`config.mk`:
```
export PLATFORM = sky130hd
export DESIGN_NAME = boot_failover
export DESIGN_NICKNAME = d
export VERILOG_FILES = /design/src/rtl/bfo_pkg.sv /design/src/rtl/bfo_sync.sv /design/src/rtl/bfo_steer.sv /design/src/rtl/bfo_fsm.sv /design/src/rtl/boot_failover.sv
export SDC_FILE = /design/constraint.sdc
export NUM_CORES = 1
export LEC_CHECK = 0
export ABC_CLOCK_PERIOD_IN_PS = 3850
export BUFFER_PORTS_ARGS = -buffer_cell sky130_fd_sc_hd__buf_4
export CORE_MARGIN = 5
export CORE_UTILIZATION = 40
export DETAILED_ROUTE_END_ITERATION = 12
export PLACE_DENSITY = 0.65
export SYNTH_ARGS = -nofsm -noshare
export SYNTH_HDL_FRONTEND = slang
export SYNTH_SLANG_ARGS = --single-unit
export TNS_END_PERCENT = 30
```
`constraint.sdc`:
```
create_clock -name clk_i -period 3.85 [get_ports clk_i]
set_input_delay 0.1925 -clock clk_i [delete_from_list [all_inputs] [get_ports clk_i]]
set_output_delay 0.1925 -clock clk_i [all_outputs]
set_load 0.03 [all_outputs]
```
`src/rtl/bfo_pkg.sv`:
```
package bfo_pkg;
  typedef enum logic [1:0] {
    ST_HOLD = 2'd0,  // host in reset, pulse running
    ST_WAIT = 2'd1,  // host released, watchdog running
    ST_LOCK = 2'd2,  // boot confirmed
    ST_FAIL = 2'd3   // attempts exhausted
  } bfo_state_e;
endpackage

```
`src/rtl/bfo_sync.sv`:
```
module bfo_sync #(
  parameter int STAGES = 2
) (
  input  logic clk_i,
  input  logic rst_ni,
  input  logic d_i,
  output logic q_o
);
  logic [STAGES-1:0] sr_q;

  always_ff @(posedge clk_i or negedge rst_ni) begin
    if (!rst_ni) sr_q <= '0;
    else         sr_q <= {sr_q[STAGES-2:0], d_i};
  end

  assign q_o = sr_q[STAGES-1];
endmodule

```
`src/rtl/bfo_steer.sv`:
```
module bfo_steer #(
  parameter int N_DEV = 2,
  localparam int SEL_W = $clog2(N_DEV)
) (
  input  logic             clk_i,
  input  logic             rst_ni,
  input  logic [SEL_W-1:0] tgt_i,
  input  logic             host_cs_n_i,
  input  logic             block_i,
  output logic [N_DEV-1:0] flash_cs_n_o,
  output logic [SEL_W-1:0] sel_o
);
  logic [SEL_W-1:0] sel_q;

  // routing follows the target only while the bus is idle
  always_ff @(posedge clk_i or negedge rst_ni) begin
    if (!rst_ni)          sel_q <= '0;
    else if (host_cs_n_i) sel_q <= tgt_i;
  end

  for (genvar d = 0; d < N_DEV; d++) begin : g_cs
    assign flash_cs_n_o[d] = block_i | (sel_q != SEL_W'(d)) | host_cs_n_i;
  end

  assign sel_o = sel_q;
endmodule

```
`src/rtl/bfo_fsm.sv`:
```
module bfo_fsm
  import bfo_pkg::*;
#(
  parameter int RST_CYCLES     = 64,
  parameter int TIMEOUT_CYCLES = 1000000,
  parameter int MAX_TRIES      = 2,
  localparam int TOTAL   = 2 * MAX_TRIES,
  localparam int RETRY_W = $clog2(TOTAL + 1),
  localparam int CNT_MAX = (RST_CYCLES > TIMEOUT_CYCLES) ? RST_CYCLES : TIMEOUT_CYCLES,
  localparam int CNT_W   = $clog2(CNT_MAX + 1)
) (
  input  logic               clk_i,
  input  logic               rst_ni,
  input  logic               ok_i,
  input  logic               rearm_i,
  input  logic               sel_ok_i,
  output bfo_state_e         state_o,
  output logic               tgt_o,
  output logic [RETRY_W-1:0] retry_o
);
  localparam logic [CNT_W-1:0]   RST_LAST = CNT_W'(RST_CYCLES - 1);
  localparam logic [CNT_W-1:0]   TO_LAST  = CNT_W'(TIMEOUT_CYCLES - 1);
  localparam logic [RETRY_W-1:0] RET_LAST = RETRY_W'(TOTAL - 1);

  bfo_state_e         state_q;
  logic [CNT_W-1:0]   cnt_q;
  logic               tgt_q;
  logic [RETRY_W-1:0] retry_q;

  always_ff @(posedge clk_i or negedge rst_ni) begin
    if (!rst_ni) begin
      state_q <= ST_HOLD;
      cnt_q   <= '0;
      tgt_q   <= 1'b0;
      retry_q <= '0;
    end else begin
      unique case (state_q)
        ST_HOLD: begin
          if (cnt_q == RST_LAST) begin
            if (sel_ok_i) begin
              state_q <= ST_WAIT;
              cnt_q   <= '0;
            end
          end else begin
            cnt_q <= cnt_q + 1'b1;
          end
        end
        ST_WAIT: begin
          if (ok_i) begin
            state_q <= ST_LOCK;
            cnt_q   <= '0;
          end else if (cnt_q == TO_LAST) begin
            cnt_q   <= '0;
            retry_q <= retry_q + 1'b1;
            if (retry_q == RET_LAST) begin
              state_q <= ST_FAIL;
            end else begin
              state_q <= ST_HOLD;
              tgt_q   <= ~tgt_q;
            end
          end else begin
            cnt_q <= cnt_q + 1'b1;
          end
        end
        ST_LOCK, ST_FAIL: begin
          if (rearm_i) begin
            state_q <= ST_HOLD;
            cnt_q   <= '0;
            tgt_q   <= 1'b0;
            retry_q <= '0;
          end
        end
        default: state_q <= ST_HOLD;
      endcase
    end
  end

  assign state_o = state_q;
  assign tgt_o   = tgt_q;
  assign retry_o = retry_q;
endmodule

```
`src/rtl/boot_failover.sv`:
```
module boot_failover
  import bfo_pkg::*;
#(
  parameter int RST_CYCLES     = 64,
  parameter int TIMEOUT_CYCLES = 1000000,
  parameter int MAX_TRIES      = 2,
  parameter int MODE_W         = 3,
  parameter logic [MODE_W-1:0] BOOT_MODE_SPI = 3'b011,
  parameter logic [MODE_W-1:0] BOOT_MODE_RUN = 3'b000,
  localparam int RETRY_W = $clog2(2 * MAX_TRIES + 1)
) (
  input  logic               clk_i,
  input  logic               rst_ni,
  input  logic               rearm_i,
  input  logic               boot_ok_i,
  input  logic               host_cs_n_i,
  output logic [1:0]         flash_cs_n_o,
  output logic               host_rst_n_o,
  output logic [MODE_W-1:0]  boot_mode_o,
  output logic               active_dev_o,
  output logic [RETRY_W-1:0] retry_cnt_o,
  output logic               locked_o,
  output logic               boot_fail_o
);
  bfo_state_e state;
  logic       ok_sync;
  logic       tgt_dev;
  logic       sel;

  bfo_sync #(.STAGES(2)) u_sync (
    .clk_i  (clk_i),
    .rst_ni (rst_ni),
    .d_i    (boot_ok_i),
    .q_o    (ok_sync)
  );

  bfo_fsm #(
    .RST_CYCLES     (RST_CYCLES),
    .TIMEOUT_CYCLES (TIMEOUT_CYCLES),
    .MAX_TRIES      (MAX_TRIES)
  ) u_fsm (
    .clk_i    (clk_i),
    .rst_ni   (rst_ni),
    .ok_i     (ok_sync),
    .rearm_i  (rearm_i),
    .sel_ok_i (sel == tgt_dev),
    .state_o  (state),
    .tgt_o    (tgt_dev),
    .retry_o  (retry_cnt_o)
  );

  bfo_steer #(.N_DEV(2)) u_steer (
    .clk_i        (clk_i),
    .rst_ni       (rst_ni),
    .tgt_i        (tgt_dev),
    .host_cs_n_i  (host_cs_n_i),
    .block_i      (state == ST_FAIL),
    .flash_cs_n_o (flash_cs_n_o),
    .sel_o        (sel)
  );

  assign host_rst_n_o = (state == ST_WAIT) || (state == ST_LOCK);
  assign boot_mode_o  = (state == ST_LOCK) ? BOOT_MODE_RUN : BOOT_MODE_SPI;
  assign active_dev_o = sel;
  assign locked_o     = (state == ST_LOCK);
  assign boot_fail_o  = (state == ST_FAIL);
endmodule

```
==> metrics.csv <==
metric,value,unit
run status,finished clean,
Hold WC Path Type,in2reg,
worst-margin pin slew,744.5,ps
total grt overflow,0,
Achievable Freq,424.0,MHz
CTS max path bufs,2,
die width,76.18,um
antenna violations before repair,0,
die height,76.18,um
I/O pins,17,
ANT cells,0,
skew final,12.51,ps
FF-to-FF End,u_fsm.cnt_q[16],
Core Footprint,4294,um^2
gr usage total,13.49,%
"Clk pin slew, worst setup/hold paths",70,ps
row cnt,24,
layout cells sized above 1,15.69,%
Iter 0 DRT Violations,81,
total CTS buffers,5,
Finished Layout Cells,256,
HPWL Detailed,2.610,mm
Area Overhead vs Synth,13.86,%
Pleak,0.8959,nW
crit path to,u_fsm.cnt_q[16],
final core occ,46.45,%
Synth area leaders,"dfrtp_1 (41%), ha_1 (5.7%), nand2_1 (5.1%)",
clk_lat worst skew,290,ps
post-synth top area share,41.43,%
vias in the first global route,1357,
CP Data Required Time,4070,ps
Cell Pwr Density,692.3,nW/um^2
Port Buffers,15,
syn_area_per_cell,9.520,um^2
WL/cell,14.68,um
cell with the most instances after synthesis,dfrtp_1,
final clock period utilization by the worst path,61.25,%
Final Wtd Congestion,0.7928,
Worst setup SP type,flop,
final worst setup slack,1492,ps
final WL,3.759,mm
"FFs w/ async S/R, synth",100.0,%
unrepaired setup endpoints after global routing,no,
dpl ws,1513,ps
r2r startpoint,u_fsm.state_o[1],
Post-Synthesis Cell Area,1752,um^2
syn nets,197,
Crit. Startpoint,u_fsm.state_o[1],
drt drc,0,
Commonest cells post-synth,"dfrtp_1 (29), nand2_1 (24), nor2_1 (16)",
R2R Setup Slk,1490,ps
Via density,5.566,
die area,5803,um^2
Post-CTS Setup Bufs,0,
drt pass-1 iters,4,
dpl cells,246,
Clock Sinks,29,
CTS tree,yes,
DP Area,1888,um^2
"flops & latches, synth",29,
YS warnings,0,
global-route wire length before repair,6.368,mm
Final Slew Violations,0,
CP Capture Type,flop,
post-CTS sizing,0,
Final Setup Violations,0,
Synth area leader,dfrtp_1,
Final ANT Viol Nets,0,
crit path time final,2358,ps
total of max-cap violations,0,
vias,1425,
"IR drop worst, VDD",0.0002821,V
Post-synth top flop,dfrtp_1,
Post-synth EDFFs,0,
effective utilization at floorplan,40.79,%
Fillers,392,
largest net degree at the start of global routing,30,
Setup CP Type,reg2reg,
Mapped Cells,184,
nets@finish,216,
Netlist cell types,45,
sequential area share after synthesis,41.43,%
CP arrival,2580,ps
"Design Area, Final",1994,um^2
CTS Root Cell,clkbuf_8,
max_slew headroom,50.18,%
Crit Path Max Fanout,12,
setup TNS,0,ps
Fin. Hold Viols,0,
H-Tree Depth,2,
worst reg2reg path depth,7,
worst max-delay path: stages (launching register included):
cell and delay (ps):
dfrtp_1 400, inv_1 110, ha_1 200, inv_1 150, nand2_1 130, o32a_2 450
nor2_1 600, a22o_1 250
flip-flops by register name, summed over array words and instances (netlist names):
| name | cells |
|---|---|
| u_sync.sr_q | 2 |
| u_fsm.cnt_q | 20 |
| u_fsm.retry_o | 3 |
| u_fsm.tgt_o | 1 |
| u_fsm.state_o | 2 |
| u_steer.sel_o | 1 |
worst min path at each step:
stage / startpoint / endpoint / slack, ps / depth (start not counted)
floorplan: rst_ni / u_fsm.cnt_q[0] / -100 / 0
global placement: rst_ni / u_sync.sr_q[0] / 150 / 1
global route: host_cs_n_i / u_steer.sel_o / 180 / 2
detailed placement: rst_ni / u_fsm.retry_o[2] / 150 / 1
finish: host_cs_n_i / u_steer.sel_o / 180 / 2
CTS: boot_ok_i / u_sync.sr_q[0] / 10 / 1
cell type report:
type	instances	area [um^2]	area share (%)
Clock buffer	5	68.82	3.450
Clock inverter	3	17.52	0.8783
Inverter	10	37.54	1.882
Multi-Input combinational cell	140	947.2	47.49
Sequential cell	29	725.7	36.39
Tap cell	52	65.06	3.262
Timing Repair Buffer	17	132.6	6.650
layout by cell type, fill, tap and decap left out, types with 4 or more instances in the layout:
cell type,synthesis,routed
a21oi_1,5,5
a22o_1,9,9
buf_4,4,15
clkbuf_8,0,5
dfrtp_1,29,29
ha_1,8,8
inv_1,10,10
nand2_1,24,24
nand3_1,11,11
nand4_1,4,4
nor2_1,16,16
nor3_1,4,4
nor4_1,4,4
o21ai_1,8,8
power breakdown:
| group | switching (W) | internal, W |
|---|---|---|
| clock network | 0.000126 | 0.000124 |
| logic | 0.000448 | 0.000279 |
| registers | 0.0000475 | 0.000356 |
cell families (layout without fill, tap and decap cells):
kind of cell,after synthesis,in the layout,share of synthesized area [%]
buffers and inverters,15,35,4.500
and+or+nand+nor,79,79,23.57
other,1,1,0.2141
adders and majority gates,8,8,5.715
DFF,29,29,41.43
muxes,4,4,2.429
xor gates and xnor gates,1,1,0.5001
AOI/OAI and AO/OA,47,47,21.64
what timing repair did:
item | CTS | global route
endpoints found under the setup margin | 0 | 0
hold endpoints to repair | 29 | 1
hold buffers | 1 | 1
per-layer routing:
metal	vias up	share of wire [%]	GRT usage, %
met5	-	0	0
met4	0	2.0	5.769
met3	6	3.7	4.255
met2	24	46	20.03
met1	677	49	18.00
li1	718	-	-
stage by stage:
step | power (W) | hold slack, ps
after CTS | 0.001392 | 12.46
after global routing | 0.001493 | 181.9
after floorplan | 0.0009853 | -103.1
final | 0.001381 | 176.5
after global placement | 0.001135 | 145.5
after detailed placement | 0.001136 | 147.5
(Power assumes the default switching activity.)
